`src/rtl/tsel_pkg.sv`:
```
package tsel_pkg;

  typedef enum logic [2:0] {
    TS_SHIFT  = 3'b000,
    TS_ONE    = 3'b001,
    TS_REF16  = 3'b010,
    TS_MCNT   = 3'b011,
    TS_FOUT   = 3'b100,
    TS_ZERO   = 3'b101,
    TS_BYPASS = 3'b110,
    TS_FOUT4  = 3'b111
  } tsel_e;

  localparam int HALF_W = 5;

  // Post-divider ratio for an N code
  function automatic logic [HALF_W-1:0] n_ratio(input logic [1:0] n);
    case (n)
      2'b00:   return HALF_W'(2);
      2'b01:   return HALF_W'(4);
      2'b10:   return HALF_W'(8);
      default: return HALF_W'(1);
    endcase
  endfunction

  // Half-period in chain enables; bypass doubles it
  function automatic logic [HALF_W-1:0] post_half(input logic [1:0] n, input logic byp);
    logic [HALF_W-1:0] r;
    r = n_ratio(n);
    return byp ? (r << 1) : r;
  endfunction

endpackage

```
`src/rtl/tsel_mdiv.sv`:
```
module tsel_mdiv #(
  parameter int MW = 9
) (
  input  logic          clk,
  input  logic          rst_n,
  input  logic          en,
  input  logic [MW-1:0] m_val,
  output logic          m_pulse,
  output logic          m_tc
);

  logic [MW-1:0] cnt;

  function automatic logic [MW-1:0] m_reload(input logic [MW-1:0] m);
    return (m == '0) ? '0 : m - MW'(1);
  endfunction

  assign m_tc = en && (cnt == '0);

  always_ff @(posedge clk) begin
    if (!rst_n) begin
      cnt     <= '0;
      m_pulse <= 1'b0;
    end else if (en) begin
      m_pulse <= m_tc;
      if (m_tc) cnt <= m_reload(m_val);
      else      cnt <= cnt - MW'(1);
    end
  end

  AST_MPULSE_MIDCOUNT_LOW: assert property (@(posedge clk) disable iff (!rst_n)
    (en && cnt != '0) |=> !m_pulse);
  AST_MPULSE_HOLD: assert property (@(posedge clk) disable iff (!rst_n)
    !en |=> $stable(m_pulse));
  AST_MPULSE_RISE_AT_TC: assert property (@(posedge clk) disable iff (!rst_n)
    $rose(m_pulse) |-> $past(cnt) == '0);

endmodule

```
`src/rtl/tsel_ndiv.sv`:
```
module tsel_ndiv
  import tsel_pkg::*;
(
  input  logic              clk,
  input  logic              rst_n,
  input  logic              en,
  input  logic [HALF_W-1:0] half,
  output logic              q,
  output logic              q_rise
);

  logic [HALF_W-1:0] cnt;
  logic              tc;

  assign tc     = en && (cnt == '0);
  assign q_rise = tc && !q;

  always_ff @(posedge clk) begin
    if (!rst_n) begin
      cnt <= '0;
      q   <= 1'b0;
    end else if (en) begin
      if (tc) begin
        q   <= ~q;
        cnt <= half - HALF_W'(1);
      end else begin
        cnt <= cnt - HALF_W'(1);
      end
    end
  end

  AST_NDIV_HOLD: assert property (@(posedge clk) disable iff (!rst_n)
    !en |=> $stable(q));
  AST_NDIV_NO_RUNT: assert property (@(posedge clk) disable iff (!rst_n)
    !$stable(q) |-> ($past(cnt) == '0));

endmodule

```
`src/rtl/tsel_evendiv.sv`:
```
module tsel_evendiv #(
  parameter int RATIO = 16
) (
  input  logic clk,
  input  logic rst_n,
  input  logic en,
  output logic q
);

  localparam int HALF = RATIO / 2;
  localparam int CW   = (HALF > 1) ? $clog2(HALF) : 1;

  logic [CW-1:0] cnt;
  logic          wrap;

  assign wrap = en && (cnt == CW'(HALF - 1));

  always_ff @(posedge clk) begin
    if (!rst_n) begin
      cnt <= '0;
      q   <= 1'b0;
    end else if (en) begin
      if (wrap) begin
        cnt <= '0;
        q   <= ~q;
      end else begin
        cnt <= cnt + CW'(1);
      end
    end
  end

  AST_EVDIV_HOLD: assert property (@(posedge clk) disable iff (!rst_n)
    !en |=> $stable(q));

endmodule

```
`src/rtl/synth_test_mux.sv`:
```
module synth_test_mux
  import tsel_pkg::*;
#(
  parameter int MW      = 9,
  parameter int REF_DIV = 16,
  parameter int OUT_DIV = 4
) (
  input  logic          clk,
  input  logic          rst_n,
  input  logic          vco_en,
  input  logic          ref_en,
  input  logic          tclk_en,
  input  logic [MW-1:0] m_val,
  input  logic [1:0]    n_code,
  input  logic [2:0]    t_code,
  input  logic          shift_bit,
  output logic          fout,
  output logic          test_out
);

  tsel_e             sel;
  logic              bypass;
  logic              chain_en;
  logic [HALF_W-1:0] half;
  logic              m_pulse, m_tc;
  logic              fout_rise;
  logic              ref_tap, fout_tap;

  assign sel      = tsel_e'(t_code);
  assign bypass   = (sel == TS_BYPASS);
  assign chain_en = bypass ? tclk_en : vco_en;
  assign half     = post_half(n_code, bypass);

  tsel_mdiv #(.MW(MW)) u_mdiv (
    .clk(clk), .rst_n(rst_n), .en(chain_en), .m_val(m_val),
    .m_pulse(m_pulse), .m_tc(m_tc)
  );

  tsel_ndiv u_ndiv (
    .clk(clk), .rst_n(rst_n), .en(chain_en), .half(half),
    .q(fout), .q_rise(fout_rise)
  );

  tsel_evendiv #(.RATIO(REF_DIV)) u_refdiv (
    .clk(clk), .rst_n(rst_n), .en(ref_en), .q(ref_tap)
  );

  tsel_evendiv #(.RATIO(OUT_DIV)) u_outdiv (
    .clk(clk), .rst_n(rst_n), .en(fout_rise), .q(fout_tap)
  );

  always_comb begin
    case (sel)
      TS_SHIFT:  test_out = shift_bit;
      TS_ONE:    test_out = 1'b1;
      TS_REF16:  test_out = ref_tap;
      TS_MCNT:   test_out = m_pulse;
      TS_FOUT:   test_out = fout;
      TS_ZERO:   test_out = 1'b0;
      TS_BYPASS: test_out = m_pulse;
      default:   test_out = fout_tap;
    endcase
  end

  AST_TEST_HIGH: assert property (@(posedge clk) disable iff (!rst_n)
    (t_code == 3'b001) |-> test_out);
  AST_TEST_LOW: assert property (@(posedge clk) disable iff (!rst_n)
    (t_code == 3'b101) |-> !test_out);
  AST_BYPASS_VCO_IGNORED: assert property (@(posedge clk) disable iff (!rst_n)
    (t_code == 3'b110 && !tclk_en) |=> $stable(fout));
  AST_NORMAL_TCLK_IGNORED: assert property (@(posedge clk) disable iff (!rst_n)
    (t_code != 3'b110 && !vco_en) |=> $stable(fout));
  AST_SHIFT_PASS: assert property (@(posedge clk) disable iff (!rst_n)
    (t_code == 3'b000) |-> (test_out == shift_bit));

endmodule

```
`config.mk`:
```
export PLATFORM = sky130hd
export DESIGN_NAME = synth_test_mux
export DESIGN_NICKNAME = d
export VERILOG_FILES = /design/src/rtl/tsel_pkg.sv /design/src/rtl/tsel_mdiv.sv /design/src/rtl/tsel_ndiv.sv /design/src/rtl/tsel_evendiv.sv /design/src/rtl/synth_test_mux.sv
export SDC_FILE = /design/constraint.sdc
export NUM_CORES = 1
export LEC_CHECK = 0
export ABC_AREA = 0
export BUFFER_PORTS_ARGS = -buffer_cell sky130_fd_sc_hd__buf_2
export CORE_MARGIN = 8
export CORE_UTILIZATION = 35
export DETAILED_ROUTE_END_ITERATION = 12
export GPL_ROUTABILITY_DRIVEN = 0
export PLACE_DENSITY = 0.55
export SLEW_MARGIN = 10
export SYNTH_ARGS = -nofsm -noshare
export SYNTH_HDL_FRONTEND = slang
export SYNTH_SLANG_ARGS = --single-unit
```
`constraint.sdc`:
```
create_clock -name clk -period 1.8 [get_ports clk]
set_clock_uncertainty 0.05 [all_clocks]
set_input_delay 0.09 -clock clk [delete_from_list [all_inputs] [get_ports clk]]
set_output_delay 0.09 -clock clk [all_outputs]
set_load 0.05 [all_outputs]
```
==> summary.txt, run 1 <==
Synthesis
  • Synthesized cell area: about 1500 µm²
  • Post-Synthesis Cells: 179
  • Asr flop ratio synth: 0%
  • XOR/XNOR share of the synthesized area: under 10%
  • Synthesized Nets: 204
  • Mux contribution to synthesized area: ~6.7%
  • Post-Synth Adder-Cell Area: 4.281%
  • Seq/Total Area, Yosys: 30.14%
  • Largest family of logic cells by synthesized area: simple AND/OR/NAND/NOR gates
  • Compound-Gate Fraction of Synth Area: 22.00%
  • Seq cells post-synth: 22
  • Avg Cell Area, Syn: 8.164 µm²
  • Main synth FF type: dfxtp_1
  • Yosys cell types: 48
  • Synthesis Warnings: 0
  • Post-synth EDFFs: 0
  • Post-Synth Simple-Gate Area: 30.39%

Worst setup path
  • Crit path DAT: 2.00 ns
  • Crit-path max FO: 4
  • CP Cell Sequence: or4_4 > nor2_4 > a31oi_1 > ha_2 > a21oi_2 > nor2_1 > o221a_2
  • Critical path required time: roughly 1.9 ns
  • CP peak stage delay: approximately 0.57 ns
  • Element type at the critical path end: register
  • CP Launch Type: register
  • Setup CP Type: reg2reg
  • Worst path slowest cell: or4_4

Drt
  • DRT iter0 DRCs: 115
  • Vias/cell: 5.382
  • Drt pass-1 iters: 4
  • Drt drc: 0
  • WL per Instance: 13.64 µm
  • DR vias: 1480
  • Antenna-violating nets left: 0
  • Final WL: 3.750 mm

CTS
  • CTS Root Cell: clkbuf_8
  • Worst skew pair latency: 0.26 ns
  • Depth of the CTS H-tree: 1
  • Clock buffer depth: 2
  • Num CTS Buffers: 3
  • Worst-path clk slew: 0.08 ns
  • CTS tree: built
  • # clock sinks: 22

Finish
  • Most common cell after layout, fill and taps aside: buf_4
  • Area Growth Syn to Fin: 29.88%
  • Fin nets: 251
  • Final Non-Filler Cells: 275
  • Layout cell share with drive strength beyond 1: 32.00%
  • Util after Layout: ~47%
  • # diodes: 0
  • Most frequent cells in the layout: buf_4, buf_2, dfxtp_1, nand2_1, nor2_1
  • Final instance area: ~1900 µm²

Pwr
  • Clock network power share: about 18%
  • VDD IR-drop max: 0.5299 mV
  • Power density of the placed cells: ~1000 nW/µm²
  • Sw Pwr: 0.0007124 W
  • Sequential share of power: 35.0%
  • Logic pwr share: between 40% and 50%
  • Sw Ratio: roughly 36%
  • Pleak: 0.8138 nW
  • Int Pwr: 0.001265 W

STA
  • Final Setup Violations: 3
  • Final Max Slew Viols: 0
  • RSZ-0062 raised after global routing: true
  • Final Cycle Share: 105.5%
  • Relative slew slack: 76.29%
  • Worst slew pin tran: 0.3529 ns
  • Tmin final: approximately 1.9 ns
  • Fin. Hold Viols: 0
  • Final WS setup: -0.09879 ns
  • Achievable Freq: 526.7 MHz
  • Hold_ws: 0.09223 ns

Die
  • Chip width: approximately 81 µm
  • Die area: 6499 µm²
  • Placement Rows: 23
  • Core region area: 4000 µm²
  • Starting Density: 36.53%
  • Die outline height: 80.62 µm
  • I/O pins: 22

GRT
  • Largest net degree at the start of global routing: 21
  • Grt total ovfl: 0
  • Initial antenna violation count: 0
  • GR Util met2: 19.89%
  • First-pass GRT wire length: between 6 and 7 mm
  • Met3 Use GR: 3.460%
  • Grt peak-use layer: met2
  • Vias in the first global route: 1402
  • Met1 Usage GRT: around 15%
  • GR Util All Layers: about an eighth

Hold path
  • HP Class: in2reg

Placement
  • Area after DPL: 1782 µm²
  • Dpl cells: 267
  • Port Buf Inserts: 21
  • Dpl hpwl: 2.843 mm

Run
  • Max-cap violations: 0

Status
  • Outcome: finished with violations
  • Failing checks: setup timing
worst max-delay path: cells and delay by family, from the launching register on:
kind | cells | cell delay [ns]
adders and majority gates | 1 | 0.23
DFF | 1 | 0.33
and+or+nand+nor | 3 | 0.76
AOI/OAI and AO/OA | 3 | 0.42
routing by layer:
layer | up-vias | part of all wire [%]
met1 | 689 | 45
met3 | 2 | 5.8
met4 | 0 | 0.45
met5 | - | 0
met2 | 34 | 49
li1 | 755 | -
cells by family after synthesis:
logic type,after synthesis
buffers and inverters,11
AO/OA/AOI/OAI,47
AND/OR/NAND/NOR,80
flip-flops,22
adder cells (fa/ha/maj),5
XOR/XNOR,6
multiplexers,8
state kept, by name, summed over array words and instances, names as in the netlist:
register	count
u_ndiv.q	1
u_mdiv.cnt	9
u_outdiv.cnt	1
u_mdiv.m_pulse	1
u_ndiv.cnt	5
u_refdiv.q	1
u_outdiv.q	1
u_refdiv.cnt	3
final cells by class:
cell class              instances  area (µm²)
fillers                       391        2102
flip-flops and latches         22       442.9
clock buffers                   4       55.05
inverters                       7       26.28
multi-input cells             146        1018
well taps                      50       62.56
repair buffers                 46       292.8
timing repair:
| item | CTS | global route |
|---|---|---|
| endpoints found under the setup margin | 3 | 8 |
| endpoints found under the hold margin | 0 | 0 |
| gates resized for setup | 1 | 7 |
| pin swaps | 7 | 0 |
| hold buffers | 0 | 0 |
| buffers inserted | 3 | 1 |
power groups by stage:
stage                     logic [W]  registers (W)  clock network [W]
after CTS                  0.000863       0.000677           0.000368
after floorplan            0.000540       0.000679                  0
after global placement     0.000810       0.000681                  0
after global routing        0.00104       0.000705           0.000395
final                      0.000935       0.000691           0.000352
after detailed placement   0.000835       0.000688                  0
Yosys cell counts (all sizes together), types with 2 or more instances:
library cell,number,share of area [%]
inv,7,1.8
nand3b,3,1.5
nand4,2,0.86
ha,5,4.3
o21a,3,1.5
nor3b,2,1.0
nand3,4,1.4
o221a,2,1.5
a21o,3,1.5
mux2,4,3.1
nor2,16,4.6
or4,3,1.8
a21oi,15,5.4
and3,3,1.3
and2,3,1.3
dfxtp,22,30
o21ai,5,1.7
clkbuf,3,0.77
nor3,7,2.4
xor2,3,1.8
o31ai,2,1.0
nand2b,5,2.1
nor2b,6,2.6
xnor2,3,1.8
nor4,4,2.6
a21boi,4,2.1
or3,2,0.86
a31oi,4,1.7
mux2i,3,2.1
nand2,17,4.4
metrics by stage:
step / total power [W] / worst slack, ns / TNS [ns]
6_report: 0.001978 / -0.09879 / -0.2748
5_1_grt: 0.002140 / -0.2003 / -0.8195
4_1_cts: 0.001908 / -0.08522 / -0.2425
3_5_place_dp: 0.001523 / -0.1115 / -0.2352
3_3_place_gp: 0.001491 / -0.06173 / -0.1208
2_1_floorplan: 0.001219 / -0.05051 / -0.09310
path summary, 6_finish.rpt:
path / startpoint / end / slack (ns) / cells past startpoint
worst min-delay path: m_val[8] / u_mdiv.cnt[8] / 0.09 / 3
worst min register to register: u_mdiv.m_pulse / u_mdiv.m_pulse / 0.43 / 2
worst max register to register: u_ndiv.cnt[2] / u_ndiv.cnt[2] / -0.1 / 7
worst max-delay path: u_ndiv.cnt[2] / u_ndiv.cnt[2] / -0.1 / 7
(Power assumes the default switching activity.)
==> run 2: changes to the inputs <==
PLACE_DENSITY = unset   (was 0.55)
PLACE_DENSITY_LB_ADDON = 0.2   (was unset)
SLEW_MARGIN = 20   (was 10)
==> summary.txt, run 2 (synthesis gave the netlist of run 1 again) <==
Status
  • Outcome: finished with violations (unchanged)
  • Failing checks: setup timing (unchanged)

GRT
  • Largest net degree at the start of global routing: 17 (was 21)
  • Grt total ovfl: 0 (unchanged)
  • GR Util All Layers: 11.95% (was 12.04%)
  • Met3 Use GR: 3.460% (unchanged)
  • Initial antenna violation count: 0 (unchanged)
  • First-pass GRT wire length: 6.258 mm (was 6.334 mm)
  • Grt peak-use layer: met2 (unchanged)
  • Met1 Usage GRT: 14.15% (was 15.20%)
  • Vias in the first global route: 1412 (was 1402)
  • GR Util met2: 20.21% (was 19.89%)

STA
  • Final Setup Violations: 2 (was 3)
  • Setup_tns: -0.1967 ns (was -0.2748 ns)
  • Relative slew slack: 76.30% (was 76.29%)
  • Final WS setup: -0.1117 ns (was -0.09879 ns)
  • Final Cycle Share: 106.2% (was 105.5%)
  • Tmin final: 1.912 ns (was 1.899 ns)
  • Achievable Freq: 523.1 MHz (was 526.7 MHz)
  • Fin. Hold Viols: 0 (unchanged)
  • Worst slew pin tran: 0.3527 ns (was 0.3529 ns)
  • RSZ-0062 raised after global routing: true (unchanged)
  • Final Max Slew Viols: 0 (unchanged)

Die
  • Die area: 6499 µm² (unchanged)
  • I/O pins: 22 (unchanged)
  • Starting Density: 36.53% (unchanged)
  • Chip width: 80.62 µm (unchanged)
  • Placement Rows: 23 (unchanged)
  • Core region area: 4000 µm² (unchanged)
  • Die outline height: 80.62 µm (unchanged)

Placement
  • Dpl hpwl: 2.914 mm (was 2.843 mm)
  • Port Buf Inserts: 21 (unchanged)

Worst setup path
  • Crit-path max FO: 4 (unchanged)
  • R2r setup slk: -0.11 ns (was -0.1 ns)
  • Reg2reg path depth: 7 (unchanged)
  • Setup CP Type: reg2reg (unchanged)
  • CP Launch Type: register (unchanged)
  • CP Cell Sequence: or4_4 > nor2_4 > a31oi_2 > ha_4 > a21oi_2 > nor2_1 > o221a_2 (was or4_4 > nor2_4 > a31oi_1 > ha_2 > a21oi_2 > nor2_1 > o221a_2)
  • Element type at the critical path end: register (unchanged)
  • Worst path slowest cell: or4_4 (unchanged)
  • Reg2Reg Launch Point: u_ndiv.cnt[4] (was u_ndiv.cnt[2])
  • CP peak stage delay: 0.57 ns (about the same)
  • Worst Setup SP: u_ndiv.cnt[4] (was u_ndiv.cnt[2])
  • Crit path to: u_ndiv.cnt[2] (unchanged)
  • Critical path required time: 1.90 ns (about the same)
  • Reg2reg end: u_ndiv.cnt[2] (unchanged)
  • Crit path DAT: 2.01 ns (was 2.00 ns)

Run
  • Max-cap violations: 0 (unchanged)

Finish
  • # diodes: 0 (unchanged)
  • Layout cell share with drive strength beyond 1: 29.86% (was 32.00%)
  • Fillers: 403 (was 391)
  • Footprint of the multi-input gates: 1031 µm² (was 1018 µm²)
  • Register with the most flip-flops: u_mdiv.cnt (unchanged)
  • Sequential cell area: 441.7 µm² (was 442.9 µm²)
  • Util after Layout: 46.83% (was 47.45%)
  • Largest register FFs: 9 (unchanged)
  • Area Growth Syn to Fin: 28.17% (was 29.88%)
  • Most common cell after layout, fill and taps aside: buf_4 (unchanged)
  • Most frequent cells in the layout: buf_4, buf_2, dfxtp_1, nand2_1, nor2_1 (unchanged)
  • Top Registers: u_mdiv.cnt (9), u_ndiv.cnt (5), u_refdiv.cnt (3) (unchanged)
  • Fin nets: 248 (was 251)

Hold path
  • HP Class: in2reg (unchanged)

Drt
  • Drt pass-1 iters: 4 (unchanged)
  • Drt drc: 0 (unchanged)
  • DRT iter0 DRCs: 79 (was 115)
  • Final WL: 3.811 mm (was 3.750 mm)
  • Antenna-violating nets left: 0 (unchanged)
  • Vias/cell: 5.391 (was 5.382)
  • DR vias: 1461 (was 1480)
  • WL per Instance: 14.06 µm (was 13.64 µm)

Pwr
  • Power density of the placed cells: 1016 nW/µm² (was 1042 nW/µm²)
  • Pleak: 0.7927 nW (was 0.8138 nW)
  • VDD IR-drop max: 0.6450 mV (was 0.5299 mV)

CTS
  • # clock sinks: 22 (unchanged)
  • Hold_buf cts: 0 (unchanged)
  • CTS Root Cell: clkbuf_8 (unchanged)
  • Depth of the CTS H-tree: 1 (unchanged)
  • Clock buffer depth: 2 (unchanged)
  • Worst-path clk slew: 0.08 ns (about the same)
  • Num CTS Buffers: 3 (unchanged)
  • Worst skew pair latency: 0.26 ns (about the same)
  • CTS tree: built (unchanged)
-- run 2: layout make-up --
type                            instances  share of cell area [%]
Clock buffer                            3                   2.204
Timing Repair Buffer                   43                   14.43
Tap cell                               50                   3.340
Sequential cell                        22                   23.58
Inverter                                7                   1.403
Multi-Input combinational cell        146                   55.04
-- run 2: critical path, delay by kind of cell (launching register included) --
| kind | cells | cell delay (ns) |
|---|---|---|
| adder cells (fa/ha/maj) | 1 | 0.21 |
| AND/OR/NAND/NOR | 3 | 0.76 |
| AO/OA/AOI/OAI | 3 | 0.44 |
| flip-flops | 1 | 0.33 |
-- run 2: stage by stage --
stage	total power (W)	cells	hold WS (ns)	cell area [µm²]	worst slack (ns)
2_1_floorplan	0.001219	179	0.1938	1473	-0.05051
3_3_place_gp	0.001481	265	0.3667	1767	-0.06470
3_5_place_dp	0.001516	265	0.3747	1767	-0.1212
4_1_cts	0.001843	270	0.09827	1826	-0.08870
5_1_grt	0.002056	271	0.1003	1873	-0.1837
6_report	0.001903	271	0.09344	1873	-0.1117
-- run 2: how the worst min path moves through the flow --
| stage | cells after the start | from | slack, ns | to |
|---|---|---|---|---|
| after detailed placement | 3 | m_val[8] | 0.37 | u_mdiv.cnt[8] |
| final | 3 | m_val[8] | 0.09 | u_mdiv.cnt[8] |
| after global placement | 3 | ref_en | 0.37 | u_refdiv.cnt[2] |
| after CTS | 3 | m_val[8] | 0.1 | u_mdiv.cnt[8] |
| after global routing | 3 | m_val[8] | 0.10 | u_mdiv.cnt[8] |
| after floorplan | 1 | rst_n | 0.19 | u_mdiv.cnt[2] |
-- run 2: where the power goes --
group	total (W)	leakage (nW)	internal, W	switching (W)
sequential	0.000687	0.181	0.000579	0.000108
clock	0.000300	0.0216	0.000149	0.000150
combinational	0.000916	0.590	0.000473	0.000442
-- run 2: what timing repair did --
action | in CTS | in global routing
endpoints found under the setup margin | 4 | 10
buffers inserted | 2 | 1
gates resized for setup | 1 | 7
hold endpoints to repair | 0 | 0
pin swaps | 7 | 3
-- run 2: metal layers --
| metal | vias to the layer above | wire [µm] |
|---|---|---|
| met1 | 689 | 1731 |
| met4 | 0 | 43 |
| met3 | 4 | 158 |
| li1 | 749 | - |
| met2 | 19 | 1878 |
| met5 | - | 0 |
